`config.mk`:
```
export PLATFORM = sky130hd
export DESIGN_NAME = rh_ckpt_poison
export DESIGN_NICKNAME = d
export VERILOG_FILES = /design/src/rtl/rh_pkg.sv /design/src/rtl/rh_mode_ctrl.sv /design/src/rtl/rh_poison_track.sv /design/src/rtl/rh_reg_ckpt.sv /design/src/rtl/rh_ckpt_poison.sv
export SDC_FILE = /design/constraint.sdc
export NUM_CORES = 2
export LEC_CHECK = 0
export CAP_MARGIN = 25
export CORE_MARGIN = 2
export CORE_UTILIZATION = 58
export DETAILED_ROUTE_END_ITERATION = 12
export DONT_BUFFER_PORTS = 1
export MAX_ROUTING_LAYER = met4
export PLACE_DENSITY = 0.76
export SETUP_SLACK_MARGIN = 0.02
export SLEW_MARGIN = 20
export SYNTH_ARGS = -nofsm -noshare
export SYNTH_HDL_FRONTEND = slang
export SYNTH_SLANG_ARGS = --single-unit
```
`constraint.sdc`:
```
create_clock -name clk_i -period 3.3 [get_ports clk_i]
set_input_delay 0.66 -clock clk_i [delete_from_list [all_inputs] [get_ports clk_i]]
set_output_delay 0.66 -clock clk_i [all_outputs]
set_load 0.02 [all_outputs]
```
`src/rtl/rh_pkg.sv`:
```
package rh_pkg;

    typedef enum logic {
        RH_NORMAL = 1'b0,
        RH_AHEAD  = 1'b1
    } rh_mode_e;

endpackage

```
`src/rtl/rh_mode_ctrl.sv`:
```
module rh_mode_ctrl
    import rh_pkg::*;
(
    input  logic clk_i,
    input  logic rst_ni,
    input  logic enter_req_i,
    input  logic miss_ret_i,
    output logic active_o,
    output logic take_ckpt_o,
    output logic do_restore_o,
    output logic restore_pulse_o
);

    typedef struct packed {
        rh_mode_e mode;
        logic     pulse;
    } ctrl_t;

    ctrl_t st_d, st_q;

    always_comb begin
        st_d         = st_q;
        st_d.pulse   = 1'b0;
        take_ckpt_o  = (st_q.mode == RH_NORMAL) && enter_req_i;
        do_restore_o = (st_q.mode == RH_AHEAD) && miss_ret_i;
        if (take_ckpt_o) begin
            st_d.mode = RH_AHEAD;
        end
        if (do_restore_o) begin
            st_d.mode  = RH_NORMAL;
            st_d.pulse = 1'b1;
        end
    end

    always_ff @(posedge clk_i or negedge rst_ni) begin
        if (!rst_ni) begin
            st_q <= '{mode: RH_NORMAL, pulse: 1'b0};
        end else begin
            st_q <= st_d;
        end
    end

    assign active_o        = (st_q.mode == RH_AHEAD);
    assign restore_pulse_o = st_q.pulse;

endmodule

```
`src/rtl/rh_poison_track.sv`:
```
module rh_poison_track #(
    parameter int NREG = 32,
    localparam int AW  = $clog2(NREG)
) (
    input  logic            clk_i,
    input  logic            rst_ni,
    input  logic            active_i,
    input  logic            take_ckpt_i,
    input  logic            do_restore_i,
    input  logic [AW-1:0]   miss_dest_i,
    input  logic            wr_en_i,
    input  logic [AW-1:0]   wr_dest_i,
    input  logic [AW-1:0]   src_a_i,
    input  logic            src_a_en_i,
    input  logic [AW-1:0]   src_b_i,
    input  logic            src_b_en_i,
    input  logic            wr_inv_i,
    output logic [NREG-1:0] inv_o
);

    typedef struct packed {
        logic [NREG-1:0] inv;
    } pois_t;

    pois_t           st_d, st_q;
    logic            src_poisoned;
    logic [NREG-1:0] bit_next;

    // Result poison: any enabled poisoned source, or producer-flagged
    assign src_poisoned = (src_a_en_i && st_q.inv[src_a_i])
                        || (src_b_en_i && st_q.inv[src_b_i])
                        || wr_inv_i;

    for (genvar g = 0; g < NREG; g++) begin : g_bit
        logic hit_wr, hit_miss;
        assign hit_wr   = active_i && wr_en_i && (wr_dest_i == AW'(g));
        assign hit_miss = take_ckpt_i && (miss_dest_i == AW'(g));
        always_comb begin
            if (do_restore_i) begin
                bit_next[g] = 1'b0;
            end else if (hit_miss) begin
                bit_next[g] = 1'b1;
            end else if (hit_wr) begin
                bit_next[g] = src_poisoned;
            end else begin
                bit_next[g] = st_q.inv[g];
            end
        end
    end

    always_comb begin
        st_d     = st_q;
        st_d.inv = bit_next;
    end

    always_ff @(posedge clk_i or negedge rst_ni) begin
        if (!rst_ni) begin
            st_q <= '0;
        end else begin
            st_q <= st_d;
        end
    end

    assign inv_o = st_q.inv;

endmodule

```
`src/rtl/rh_reg_ckpt.sv`:
```
module rh_reg_ckpt #(
    parameter int NREG   = 32,
    parameter int XLEN   = 32,
    parameter int HIST_W = 16,
    parameter int RAS_W  = 3,
    localparam int AW    = $clog2(NREG)
) (
    input  logic              clk_i,
    input  logic              rst_ni,
    input  logic              take_ckpt_i,
    input  logic              do_restore_i,
    input  logic              wr_en_i,
    input  logic [AW-1:0]     wr_dest_i,
    input  logic [XLEN-1:0]   wr_data_i,
    input  logic [HIST_W-1:0] hist_i,
    input  logic [RAS_W-1:0]  ras_ptr_i,
    input  logic [AW-1:0]     rd_addr_i,
    output logic [XLEN-1:0]   rd_data_o,
    output logic [HIST_W-1:0] hist_saved_o,
    output logic [RAS_W-1:0]  ras_saved_o
);

    typedef struct packed {
        logic [NREG-1:0][XLEN-1:0] live;
        logic [NREG-1:0][XLEN-1:0] shadow;
        logic [HIST_W-1:0]         hist;
        logic [RAS_W-1:0]          ras;
    } rf_t;

    rf_t             st_d, st_q;
    logic [NREG-1:0] wsel;

    for (genvar g = 0; g < NREG; g++) begin : g_wsel
        assign wsel[g] = wr_en_i && (wr_dest_i == AW'(g));
    end

    always_comb begin
        st_d = st_q;
        for (int i = 0; i < NREG; i++) begin
            if (do_restore_i) begin
                st_d.live[i] = st_q.shadow[i];
            end else if (wsel[i]) begin
                st_d.live[i] = wr_data_i;
            end
        end
        // Snapshot includes a write retiring in the entry cycle
        if (take_ckpt_i) begin
            st_d.shadow = st_d.live;
            st_d.hist   = hist_i;
            st_d.ras    = ras_ptr_i;
        end
    end

    always_ff @(posedge clk_i or negedge rst_ni) begin
        if (!rst_ni) begin
            st_q <= '0;
        end else begin
            st_q <= st_d;
        end
    end

    assign rd_data_o    = st_q.live[rd_addr_i];
    assign hist_saved_o = st_q.hist;
    assign ras_saved_o  = st_q.ras;

endmodule

```
`src/rtl/rh_ckpt_poison.sv`:
```
module rh_ckpt_poison #(
    parameter int NREG   = 32,
    parameter int XLEN   = 32,
    parameter int HIST_W = 16,
    parameter int RAS_W  = 3
) (
    input  logic                     clk_i,
    input  logic                     rst_ni,
    input  logic                     enter_req_i,
    input  logic [$clog2(NREG)-1:0]  miss_dest_i,
    input  logic                     miss_ret_i,
    input  logic                     wr_en_i,
    input  logic [$clog2(NREG)-1:0]  wr_dest_i,
    input  logic [XLEN-1:0]          wr_data_i,
    input  logic [$clog2(NREG)-1:0]  src_a_i,
    input  logic                     src_a_en_i,
    input  logic [$clog2(NREG)-1:0]  src_b_i,
    input  logic                     src_b_en_i,
    input  logic                     wr_inv_i,
    input  logic [HIST_W-1:0]        hist_i,
    input  logic [RAS_W-1:0]         ras_ptr_i,
    input  logic [$clog2(NREG)-1:0]  rd_addr_i,
    output logic [XLEN-1:0]          rd_data_o,
    output logic                     rd_inv_o,
    output logic [NREG-1:0]          inv_vec_o,
    output logic                     runahead_o,
    output logic                     restore_o,
    output logic [HIST_W-1:0]        hist_restore_o,
    output logic [RAS_W-1:0]         ras_restore_o
);

    logic active, take_ckpt, do_restore;

    rh_mode_ctrl u_ctrl (
        .clk_i           (clk_i),
        .rst_ni          (rst_ni),
        .enter_req_i     (enter_req_i),
        .miss_ret_i      (miss_ret_i),
        .active_o        (active),
        .take_ckpt_o     (take_ckpt),
        .do_restore_o    (do_restore),
        .restore_pulse_o (restore_o)
    );

    rh_poison_track #(.NREG(NREG)) u_pois (
        .clk_i        (clk_i),
        .rst_ni       (rst_ni),
        .active_i     (active),
        .take_ckpt_i  (take_ckpt),
        .do_restore_i (do_restore),
        .miss_dest_i  (miss_dest_i),
        .wr_en_i      (wr_en_i),
        .wr_dest_i    (wr_dest_i),
        .src_a_i      (src_a_i),
        .src_a_en_i   (src_a_en_i),
        .src_b_i      (src_b_i),
        .src_b_en_i   (src_b_en_i),
        .wr_inv_i     (wr_inv_i),
        .inv_o        (inv_vec_o)
    );

    rh_reg_ckpt #(
        .NREG(NREG), .XLEN(XLEN), .HIST_W(HIST_W), .RAS_W(RAS_W)
    ) u_rf (
        .clk_i        (clk_i),
        .rst_ni       (rst_ni),
        .take_ckpt_i  (take_ckpt),
        .do_restore_i (do_restore),
        .wr_en_i      (wr_en_i),
        .wr_dest_i    (wr_dest_i),
        .wr_data_i    (wr_data_i),
        .hist_i       (hist_i),
        .ras_ptr_i    (ras_ptr_i),
        .rd_addr_i    (rd_addr_i),
        .rd_data_o    (rd_data_o),
        .hist_saved_o (hist_restore_o),
        .ras_saved_o  (ras_restore_o)
    );

    assign runahead_o = active;
    assign rd_inv_o   = inv_vec_o[rd_addr_i];

endmodule

```
Yosys cells after proc, flatten, opt, wreduce, memory -nomap -nowiden
Index checks and enable logic that the tools add are counted.
- bits in registers: 2101
- input bits: 84
- output and inout port bits: 86
- logic and storage cells: 474
- magnitude comparators: 3
- eq/ne operators: 62
- multiplexer cells: 170
- bitwise logic cells: 1
- reduce and logical (&&, ||, !) cells: 138
- operator list (cell ; count):
    2-to-1 mux 32 bit ; 65
    binary-select mux 32 bit (select 5 bit) ; 1
    equality test 5 bit, second input constant ; 32
    logical AND 1 bit ; 101
    2-to-1 mux 1 bit ; 100
    nonzero test 3 bit ; 32
    equality test 5 x 4 -> 1 bit, second input constant ; 16
    equality test 5 x 3 -> 1 bit, second input constant ; 8
    equality test 5 x 2 -> 1 bit, second input constant ; 4
    less-than comparator 5 x 6 -> 1 bit, second input constant ; 3
    binary-select mux 1 bit (select 5 bit) ; 3
    equality test 5 x 1 -> 1 bit, second input constant ; 2
    zero test 5 bit ; 2
    logical OR 1 bit ; 2
    2-to-1 mux 2 bit ; 1
    nonzero test 2 bit ; 1
    NOT 1 bit ; 1

Longest topological paths before layout
- depth in word-level cells: 8
- gate-level depth with buffers: 10
- depth with buffers taken out: 6

Hierarchy
From an unflattened synthesis, not the netlist that was laid out.
- cells, all modules: 7152
- area total of the unflattened synthesis: 100348.7 um^2
- modules (own cells, without submodules) (module ; times used ; cells each ; area each (um^2)):
    rh_reg_ckpt ; 1 ; 6811 ; 97279.5
    rh_poison_track ; 1 ; 294 ; 2666.3
    rh_ckpt_poison ; 1 ; 41 ; 325.3
    rh_mode_ctrl ; 1 ; 6 ; 77.6

Worst setup path after synthesis
No wires, ideal clock.
- path type: input port to output port
- start: input port rd_addr_i[0]
- end: output port rd_inv_o
- data arrival time: 2867 ps
- path slack: -227 ps
- stages: 6
- path through: clkbuf_1 -> clkbuf_1 -> buf_1 -> mux4_2 -> mux4_2 -> mux2_2
- cells in the longest elaborated chain, start to end: 2
- ends and longest elaborated chain (element ; line ; RTL):
    from (decl) ; rh_ckpt_poison.sv:22 ; input logic [$clog2(NREG)-1:0] rd_addr_i,
    binary-select mux 1 bit (select 5 bit) ; rh_ckpt_poison.sv:81 ; assign rd_inv_o = inv_vec_o[rd_addr_i];
    2-to-1 mux 1 bit (implied by the code) ; rh_ckpt_poison.sv:81 ;
    to (decl) ; rh_ckpt_poison.sv:24 ; output logic rd_inv_o,
Every way passes these cells. The select of a mux whose other input is x is not followed.

Worst setup path in the final report
- start: register u_pois.st_q, in the netlist u_pois.inv_o[14]
- end: output port rd_inv_o
- cells in the longest elaborated chain, start to end: 2
- ends and longest elaborated chain (element ; line ; RTL):
    from (decl) ; rh_poison_track.sv:25 ; pois_t st_d, st_q;
    from (signal assigned) ; rh_poison_track.sv:60 ; st_q <= st_d;
    binary-select mux 1 bit (select 5 bit) ; rh_ckpt_poison.sv:81 ;
    2-to-1 mux 1 bit (implied by the code) ; rh_ckpt_poison.sv:81 ;
Every way passes these cells. The select of a mux whose other input is x is not followed.

==> out/qor.csv <==
stage,metric,value,unit
status,status,"complete, but fails checks",
status,violations,"hold timing, setup timing",
cts,cts_buffers,205,
job,maxCapViolCount,0,
synth,yosysUniqueCellTypes,43,
worst_setup_path,r2r_start,u_pois.inv_o[19]$_DFFE_PN0P_,
global_routing,grt_pass1_wl,434000,µm
pwr,power.leakage,46.9,nW
timing,rsz0062_at_grt,yes,
synth,seq_area_frac_synth,54.3,%
synth,synth_edf_count,0,
timing,slew_headroom,19.4,%
worst_setup_path,cp-start-kind,flop,
timing,period_needed,3400,ps
placed_design,portBuffers,0,
pwr,power.density,810,mW/mm²
cts,clk_pin_slew,70,ps
timing,max_freq,0.294,GHz
pwr,combPwrFrac,23.1,%
die,die_x,413,µm
cts,clockBufferDepth,3,
timing,finalHoldViolCount,117,
timing,fin_crit_sh,103,%
global_routing,grt_pass1_vias,71400,
final_layout,design_area,0.107,mm²
synth,syn_area_per_cell,11.0,µm²
synth,synth-seq-cells,2101,
pwr,vdd_drop_max,605,µV
worst_setup_path,arrival,2740,ps
final_layout,drive_above_1_share,11.6,%
timing,setup_ws,-105,ps
pwr,p_switching,0.0274,W
timing,fin_hold_ws,-130,ps
die,die_h,413,µm
cts,clock_latency,850,ps
pwr,switching_share,31.7,%
pwr,p_int,0.0591,W
die,die-area,0.170,mm²
cts,h-tree-depth,4,
cts,clkSinkCount,2101,
cts,cts-root-buf,clkbuf_16,
timing,timing.setup.tns,-171,ps
global_routing,grt.total_usage,34.3,%
global_routing,grt_start_max_net_pins,265,
global_routing,grt_overflow,0,
synth,synth_area,0.0969,mm²
routing,routed_via_density,6.65,
min_path,hold_path_class,primary input to async pin,
worst_setup_path,ff2ff_path_depth,8,
pwr,power,0.0865,W
routing,post_drt_wl_per_cell,26.3,µm
worst_setup_path,critPathLaunch,u_pois.inv_o[14]$_DFFE_PN0P_,
global_routing,antenna_found_initial,2,
cts,tritoncts,yes,
routing,drt_iter0_drc,10200,
timing,skew,33.7,ps
synth,syn_nets,8911,
routing,routed_wl,284000,µm
synth,postSynthCellCount,8827,
pwr,p_seq_share,48.8,%
worst_setup_path,critPathMaxFanout,5,
timing,tightest_slew,1210,ps
worst_setup_path,critPathCaptureType,primary output,
die,ios,170,
routing,antenna_left,0,
synth,async_flop_share,100,%
routing,firstDrtPassIters,6,
die,start_util,58.2,%
synth,ys.flop_type,dfrtp_1,
placed_design,dp_hpwl,154000,µm
pwr,clkPwrFrac,28.1,%
final_layout,area_growth,10.2,%
placed_design,gp_congestion,0.894,
die,rows,150,
routing,route.detailed.drc,0,
worst_setup_path,r2r_end,u_pois.inv_o[27]$_DFFE_PN0P_,
worst_setup_path,crit_type,flop to primary output,
routing,vias,71700,
timing,drv_slew,0,
worst_setup_path,r2r_slack,680,ps
worst_setup_path,cp.required,2640,ps
final_layout,nNetsFinal,8481,
synth,yosysWarningCount,0,
timing,finalSetupViolations,3,
placed_design,postPlaceCellArea,0.0989,mm²
die,core_area,0.166,mm²
## sequential cells by signal, summed over array words and instances, names as in the netlist
signal,flops
u_rf.st_q,2048
u_rf.ras_saved_o,3
u_ctrl.active_o,1
u_rf.hist_saved_o,16
u_ctrl.restore_pulse_o,1
u_pois.inv_o,32
## critical path, cell delays in order, from the launching register on
cell and delay, ps:
dfrtp_2 520, mux4_2 510, mux4_2 530, mux2_4 350
## power groups by stage
stage | combinational, W | sequential (W) | clock (W)
global route | 0.0222 | 0.0432 | 0.0256
CTS | 0.0196 | 0.0419 | 0.0245
global placement | 0.0179 | 0.0416 | 0
finish | 0.0200 | 0.0422 | 0.0243
detailed placement | 0.0192 | 0.0422 | 0
floorplan | 0.0151 | 0.0403 | 0
## stage by stage
stage               std cells  utilization, %  worst slack, ps
floorplan                8827               -             18.7
global placement        10300            59.4             -432
detailed placement      10300            59.4             -748
CTS                     10700            63.9             -125
global route            10800            64.2             -122
finish                  10800            64.2             -105
## layout by cell type (no fill, tap or decap), types with 8 or more instances in the layout
cell type	count
nor2b_1	8
o31ai_1	1029
dfrtp_1	2094
dlygate4sd3_1	20
nor2_1	23
mux2i_1	1052
a21o_1	24
clkinv_2	39
o31ai_4	8
clkbuf_1	51
a21oi_1	32
o41ai_1	14
nand2_4	9
nand2b_1	9
nand2_1	2135
nor2_4	14
clkbuf_16	210
mux2_4	31
nor3_1	12
clkbuf_8	51
buf_16	19
bufinv_16	17
buf_4	141
mux4_2	332
buf_12	79
o21ai_0	1039
## cell type report
class / instances / area (µm²)
fill: 12000 / 59600
sequential: 2101 / 52600
multi-input combinational: 5824 / 41000
clock buffer: 310 / 6100
timing repair buffer: 262 / 3420
tap: 2204 / 2760
clock inverter: 72 / 907
inverter: 3 / 18.8
antenna: 7 / 17.5
## repair_timing
item / in CTS / in global routing
setup buffers: 13 / 24
hold buffers: 22 / 2
cloned: 0 / 2
setup endpoints to repair: 30 / 137
resized for setup: 35 / 2
endpoints found under the hold margin: 185 / 139
pin swaps: 0 / 0
## worst max path at each step
stage | endpoint | slack [ps]
after floorplan | rd_data_o[11] | 20
after global placement | u_ctrl.active_o$_DFFE_PN0P_ | -430
after detailed placement | u_rf.st_q[1278]$_DFF_PN0_ | -750
after CTS | rd_inv_o | -130
after global routing | rd_inv_o | -120
final | rd_inv_o | -100
## kinds of logic (layout without fill, tap and decap cells)
logic type,count (synthesis),after routing,share of synthesized area (%)
simple gates,2243,2243,8.84
buf+inv,902,647,3.75
other cells,0,7,0
flops,2101,2101,54.3
compound gates,2161,2161,14.1
mux,1420,1420,19.0
## synth_stat cells (2+ instances only)
cell | n | share of area [%]
or2_2 | 2 | 0.013
nand4_1 | 6 | 0.039
buf_1 | 15 | 0.058
nand2b_1 | 10 | 0.065
a22oi_1 | 8 | 0.062
mux4_2 | 332 | 7.7
buf_4 | 20 | 0.15
nor2b_1 | 9 | 0.058
inv_1 | 2 | 0.0078
buf_2 | 107 | 0.55
o31ai_1 | 1029 | 8.0
clkbuf_1 | 753 | 2.9
nand3_1 | 7 | 0.036
mux2i_1 | 1052 | 11
nand2_1 | 2144 | 8.3
a21oi_1 | 32 | 0.17
o21ai_0 | 1039 | 5.4
a21o_1 | 24 | 0.19
mux4_1 | 2 | 0.054
nor3_1 | 16 | 0.083
nor2_1 | 37 | 0.14
and2_1 | 4 | 0.026
dfrtp_1 | 2101 | 54
o31ai_4 | 8 | 0.18
buf_6 | 2 | 0.023
nand3b_1 | 2 | 0.015
o41ai_1 | 14 | 0.13
mux2_2 | 34 | 0.40
o21ai_1 | 2 | 0.010
## per-layer routing
metal	part of all wire, %	vias to the layer above	GRT usage (%)
li1	-	30600	-
met1	40	36800	47.0
met2	44	3685	49.4
met3	11	668	9.03
met4	4.0	0	12.5
met5	0	-	-
(Power assumes the default switching activity.)
